## config.mk

```make
export PLATFORM = sky130hd
export DESIGN_NAME = mac_periph
export DESIGN_NICKNAME = d
export VERILOG_FILES = /design/src/rtl/mac_pkg.sv /design/src/rtl/mac_addr_dec.sv /design/src/rtl/mac_mult.sv /design/src/rtl/mac_sum.sv /design/src/rtl/mac_periph.sv
export SDC_FILE = /design/constraint.sdc
export NUM_CORES = 1
export LEC_CHECK = 0
export BUFFER_PORTS_ARGS = -buffer_cell sky130_fd_sc_hd__buf_2
export CAP_MARGIN = 15
export CORE_MARGIN = 2
export CORE_UTILIZATION = 30
export CTS_BUF_LIST = sky130_fd_sc_hd__clkbuf_4 sky130_fd_sc_hd__clkbuf_8 sky130_fd_sc_hd__clkbuf_16
export DETAILED_ROUTE_END_ITERATION = 10
export HOLD_SLACK_MARGIN = 0.1
export PLACE_DENSITY_LB_ADDON = 0.15
export SLEW_MARGIN = 15
export SYNTH_ARGS = -nofsm -noshare
export SYNTH_HDL_FRONTEND = slang
export SYNTH_SLANG_ARGS = --single-unit
```

## constraint.sdc

```tcl
create_clock -name clk -period 9.86 [get_ports clk]
set_input_delay 0 -clock clk [delete_from_list [all_inputs] [get_ports clk]]
set_output_delay 0 -clock clk [all_outputs]
set_load 0.02 [all_outputs]
```

## src/rtl/mac_pkg.sv

```systemverilog
package mac_pkg;

    typedef enum logic [1:0] {
        MODE_UNS = 2'd0,
        MODE_SGN = 2'd1,
        MODE_ACC = 2'd2
    } mode_t;

    localparam int NREG    = 6;
    localparam int IX_OP1U = 0;
    localparam int IX_OP1S = 1;
    localparam int IX_OP1A = 2;
    localparam int IX_OP2  = 3;
    localparam int IX_RESL = 4;
    localparam int IX_RESH = 5;

    localparam logic [7:0] OFF_OP1U = 8'h00;
    localparam logic [7:0] OFF_OP1S = 8'h02;
    localparam logic [7:0] OFF_OP1A = 8'h04;
    localparam logic [7:0] OFF_OP2  = 8'h08;
    localparam logic [7:0] OFF_RESL = 8'h0A;
    localparam logic [7:0] OFF_RESH = 8'h0C;

    function automatic logic [7:0] reg_offset(input int idx);
        case (idx)
            IX_OP1U: reg_offset = OFF_OP1U;
            IX_OP1S: reg_offset = OFF_OP1S;
            IX_OP1A: reg_offset = OFF_OP1A;
            IX_OP2:  reg_offset = OFF_OP2;
            IX_RESL: reg_offset = OFF_RESL;
            default: reg_offset = OFF_RESH;
        endcase
    endfunction

endpackage

```

## src/rtl/mac_addr_dec.sv

```systemverilog
module mac_addr_dec
    import mac_pkg::*;
#(
    parameter int ADDR_W = 4
) (
    input  logic [ADDR_W-1:0] addr,
    output logic [NREG-1:0]   hit
);
    for (genvar gi = 0; gi < NREG; gi++) begin : g_hit
        localparam logic [7:0] OFFS = reg_offset(gi);
        assign hit[gi] = (addr == OFFS[ADDR_W-1:0]);
    end
endmodule

```

## src/rtl/mac_mult.sv

```systemverilog
module mac_mult #(
    parameter int DATA_W = 16
) (
    input  logic [DATA_W-1:0]   opa,
    input  logic [DATA_W-1:0]   opb,
    input  logic                as_signed,
    output logic [2*DATA_W-1:0] prod
);
    localparam int EXT_W = DATA_W + 1;
    localparam int FULL_W = 2 * EXT_W;

    logic signed [EXT_W-1:0]  ea;
    logic signed [EXT_W-1:0]  eb;
    logic signed [FULL_W-1:0] full;

    always_comb begin
        ea   = $signed({as_signed & opa[DATA_W-1], opa});
        eb   = $signed({as_signed & opb[DATA_W-1], opb});
        full = FULL_W'(ea) * FULL_W'(eb);
        prod = full[2*DATA_W-1:0];
    end
endmodule

```

## src/rtl/mac_sum.sv

```systemverilog
module mac_sum #(
    parameter int RES_W = 32
) (
    input  logic [RES_W-1:0] base,
    input  logic [RES_W-1:0] addend,
    input  logic             add_en,
    output logic [RES_W-1:0] sum
);
    always_comb begin
        sum = add_en ? (base + addend) : addend;
    end
endmodule

```

## src/rtl/mac_periph.sv

```systemverilog
module mac_periph
    import mac_pkg::*;
#(
    parameter int DATA_W = 16,
    parameter int ADDR_W = 4
) (
    input  logic              clk,
    input  logic              rst_n,
    input  logic              bus_sel,
    input  logic              bus_wr,
    input  logic [ADDR_W-1:0] bus_addr,
    input  logic [DATA_W-1:0] bus_wdata,
    output logic [DATA_W-1:0] bus_rdata
);
    localparam int RES_W = 2 * DATA_W;

    typedef struct packed {
        logic [DATA_W-1:0] op1;
        logic [DATA_W-1:0] op2;
        mode_t             mode;
        logic [RES_W-1:0]  res;
    } regs_t;

    regs_t st_q;
    regs_t st_d;

    logic [NREG-1:0]  hit;
    logic [RES_W-1:0] prod;
    logic [RES_W-1:0] new_res;
    logic             wr_en;
    logic             rd_en;

    mac_addr_dec #(.ADDR_W(ADDR_W)) u_dec (
        .addr (bus_addr),
        .hit  (hit)
    );

    mac_mult #(.DATA_W(DATA_W)) u_mult (
        .opa       (st_q.op1),
        .opb       (bus_wdata),
        .as_signed (st_q.mode == MODE_SGN),
        .prod      (prod)
    );

    mac_sum #(.RES_W(RES_W)) u_sum (
        .base   (st_q.res),
        .addend (prod),
        .add_en (st_q.mode == MODE_ACC),
        .sum    (new_res)
    );

    always_comb begin
        st_d      = st_q;
        wr_en     = bus_sel & bus_wr;
        rd_en     = bus_sel & ~bus_wr;
        bus_rdata = '0;

        if (wr_en) begin
            if (hit[IX_OP1U]) begin
                st_d.op1  = bus_wdata;
                st_d.mode = MODE_UNS;
            end else if (hit[IX_OP1S]) begin
                st_d.op1  = bus_wdata;
                st_d.mode = MODE_SGN;
            end else if (hit[IX_OP1A]) begin
                st_d.op1  = bus_wdata;
                st_d.mode = MODE_ACC;
            end else if (hit[IX_OP2]) begin
                st_d.op2 = bus_wdata;
                st_d.res = new_res;
            end else if (hit[IX_RESL]) begin
                st_d.res[DATA_W-1:0] = bus_wdata;
            end else if (hit[IX_RESH]) begin
                st_d.res[RES_W-1:DATA_W] = bus_wdata;
            end
        end

        if (rd_en) begin
            if (hit[IX_OP1U] | hit[IX_OP1S] | hit[IX_OP1A]) begin
                bus_rdata = st_q.op1;
            end else if (hit[IX_OP2]) begin
                bus_rdata = st_q.op2;
            end else if (hit[IX_RESL]) begin
                bus_rdata = st_q.res[DATA_W-1:0];
            end else if (hit[IX_RESH]) begin
                bus_rdata = st_q.res[RES_W-1:DATA_W];
            end
        end
    end

    always_ff @(posedge clk or negedge rst_n) begin
        if (!rst_n) begin
            st_q <= '0;
        end else begin
            st_q <= st_d;
        end
    end
endmodule

```

==> metrics.cfg <==
[timing]
slew_headroom = 0.312
max_freq_mhz = 114
setup_viol = 0
drv_slew = 0
finalHoldViolCount = 0
setup_tns_ns = 0
period_share = 0.887
rsz0062_at_grt = false
fin_crit_ns = 8.75
finalClockSkew_ns = 0.0132
layout_setup_ws_ns = 1.11
worst_pin_slew_ns = 1.03

[synthesis]
synth_seq_cells = 66
syn_area_um2 = 15600
async_flop_share = 1.00
synthTopCellsByArea = fa_1 (36%), dfrtp_1 (11%), ha_1 (9.4%)
yosysTopAreaCell = fa_1
synth_ff_type = dfrtp_1
netlist_instances = 1743
synth.distinct_cells = 63
yosysWarnings = 0
netlist.area_leader.share = 0.364
syn_avg_cell_area_um2 = 8.94
synth_edf_count = 0
synth_nets = 2167
ys_seq_area_frac = 0.106

[final_layout]
final_nets = 2146
fillers = 5454
layout_common_cells = inv_1 (322), fa_1 (283), nand2_1 (198)
final_cell_count_no_fill = 2407
final_common_cell = inv_1
top_register = st_q
areaGrowthSynthToFinish_pct = 8.02
largest_reg_flops = 66
design_area_um2 = 16800
antennaDiodeCount = 0
drive_above_1_share = 0.0863
reg_top3 = st_q (66)

[clock_network]
cts-root-buf = clkbuf_16
clock_sinks = 66
cts_setup_buffers = 0
cts_resized = 0
ctsHoldBuffers = 5
clock_path_buffers = 2
clk_latency_ns = 0.36
cts_made_buffers = 9
htreeDepth = 3
cts_tree = yes
path_clk_slew_ns = 0.06

[outcome]
outcome = finished clean

[min_path]
worstHoldPathType = primary input to flip-flop
hold_start = bus_addr[2]

[run]
drv_cap = 0

[route]
drtAntennaViolNets = 0
wl_um = 48800
dr.first_iter.drc_count = 810
drc_errors = 0
viasPerCell = 4.92
wire_per_inst_um = 20.3
num_vias = 11800
first_pass_iters = 8

[placement]
place_area_um2 = 16500
gp_congestion = 0.833
numPortBuffers = 39
dp_slack_ns = 1.14
dp_hpwl_um = 37000
dpl.cell_count = 2386

[floorplanning]
die_x_um = 232
floorplan.initialDensity = 0.304
num_rows = 83
boundaryPins = 40
fp.coreArea_um2 = 51300
die_y_um = 232
die-area_um2 = 53800

[global_routing]
grt_max_degree = 67
grt.overflow.total = 0
grt_pass1_vias = 12500
grt_use_total = 0.189
antenna_found_initial = 1
grt_pass1_wl_um = 77000

[worst_setup_path]
crit_top_cell = fa_1
slowest_stage = fa_1
critPathCaptureType = flip-flop
cp_data_required_time_ns = 10.09
r2r_start = st_q[33]
crit_path_max_fanout = 11
crit_start = st_q[33]
cp_slowest_stage_delay_ns = 0.55
critPathLaunchType = flip-flop
criticalPathCategory = flip-flop to flip-flop
arrival_ns = 8.98

==> through the flow <==
step	hold WS [ns]	util
2_1_floorplan	-0.296	-
3_3_place_gp	0.203	0.321
3_5_place_dp	0.216	0.321
4_1_cts	0.156	0.328
5_1_grt	0.182	0.328
6_report	0.159	0.328
==> synthesized netlist by cell type (3+ instances only) <==
cell	number
inv_1	322
fa_1	283
nand2_1	198
and2_1	131
ha_1	117
clkbuf_1	98
nor2_1	86
dfrtp_1	66
a21oi_1	48
xnor2_1	47
mux2_2	46
o21ai_0	44
a211oi_1	23
a21o_1	22
nor3_1	20
o31ai_1	17
xor2_1	17
a222oi_1	15
and3_1	11
o211ai_1	11
nand3_1	10
o21a_1	9
a31oi_1	8
nand4_1	8
o21bai_1	8
nor2b_1	6
o21ai_1	6
or2_2	6
a311oi_1	4
nand2b_1	4
or3_1	4
a221oi_1	3
nand3b_1	3
==> final timing paths <==
kind | slack [ns] | to | depth (start not counted)
max | 1.11 | st_q[31] | 32
min | 0.16 | st_q[33] | 3
max reg2reg | 1.11 | st_q[31] | 32
min reg2reg | 0.50 | st_q[43] | 1
max in group asynchronous | 8.89 | st_q[56] | 2
min in group asynchronous | 0.34 | st_q[64] | 2
==> cells by family (layout without fill, tap and decap cells) <==
kind of cell | Yosys count | after routing | synth area share
flops | 66 | 66 | 0.106
mux | 47 | 47 | 0.0339
simple gates | 501 | 501 | 0.155
fa+ha+maj | 400 | 400 | 0.458
compound gates | 242 | 242 | 0.108
buf+inv | 422 | 406 | 0.102
xor+xnor | 65 | 65 | 0.0377
==> layer usage <==
metal / part of all wire / up-vias / global-route usage / wire length (um)
li1: - / 5444 / - / -
met5: 0 / - / 0 / 0
met4: 0.017 / 0 / 0.0341 / 830
met1: 0.47 / 6105 / 0.268 / 22800
met2: 0.48 / 257 / 0.316 / 23400
met3: 0.036 / 40 / 0.0172 / 1740
==> layout make-up <==
cell class | instances | area, um2 | area share
clock buffers | 9 | 225 | 0.0134
clock inverters | 7 | 101 | 0.00602
inverters | 322 | 1210 | 0.0718
multi-input cells | 1255 | 12400 | 0.735
flip-flops and latches | 66 | 1650 | 0.0981
well taps | 680 | 851 | 0.0506
repair buffers | 68 | 428 | 0.0254
==> worst max-delay path, delay by kind of cell, from the launching register on <==
kind	cells	cell delay, ns
AOI/OAI and AO/OA	9	1.62
adders and majority gates	8	3.70
buffers and inverters	6	0.58
DFF	1	0.41
xor gates and xnor gates	2	0.30
and+or+nand+nor	7	2.02
Power is not shown: default switching activity piles up to over one toggle a cycle in this logic, so the estimate is an artifact.
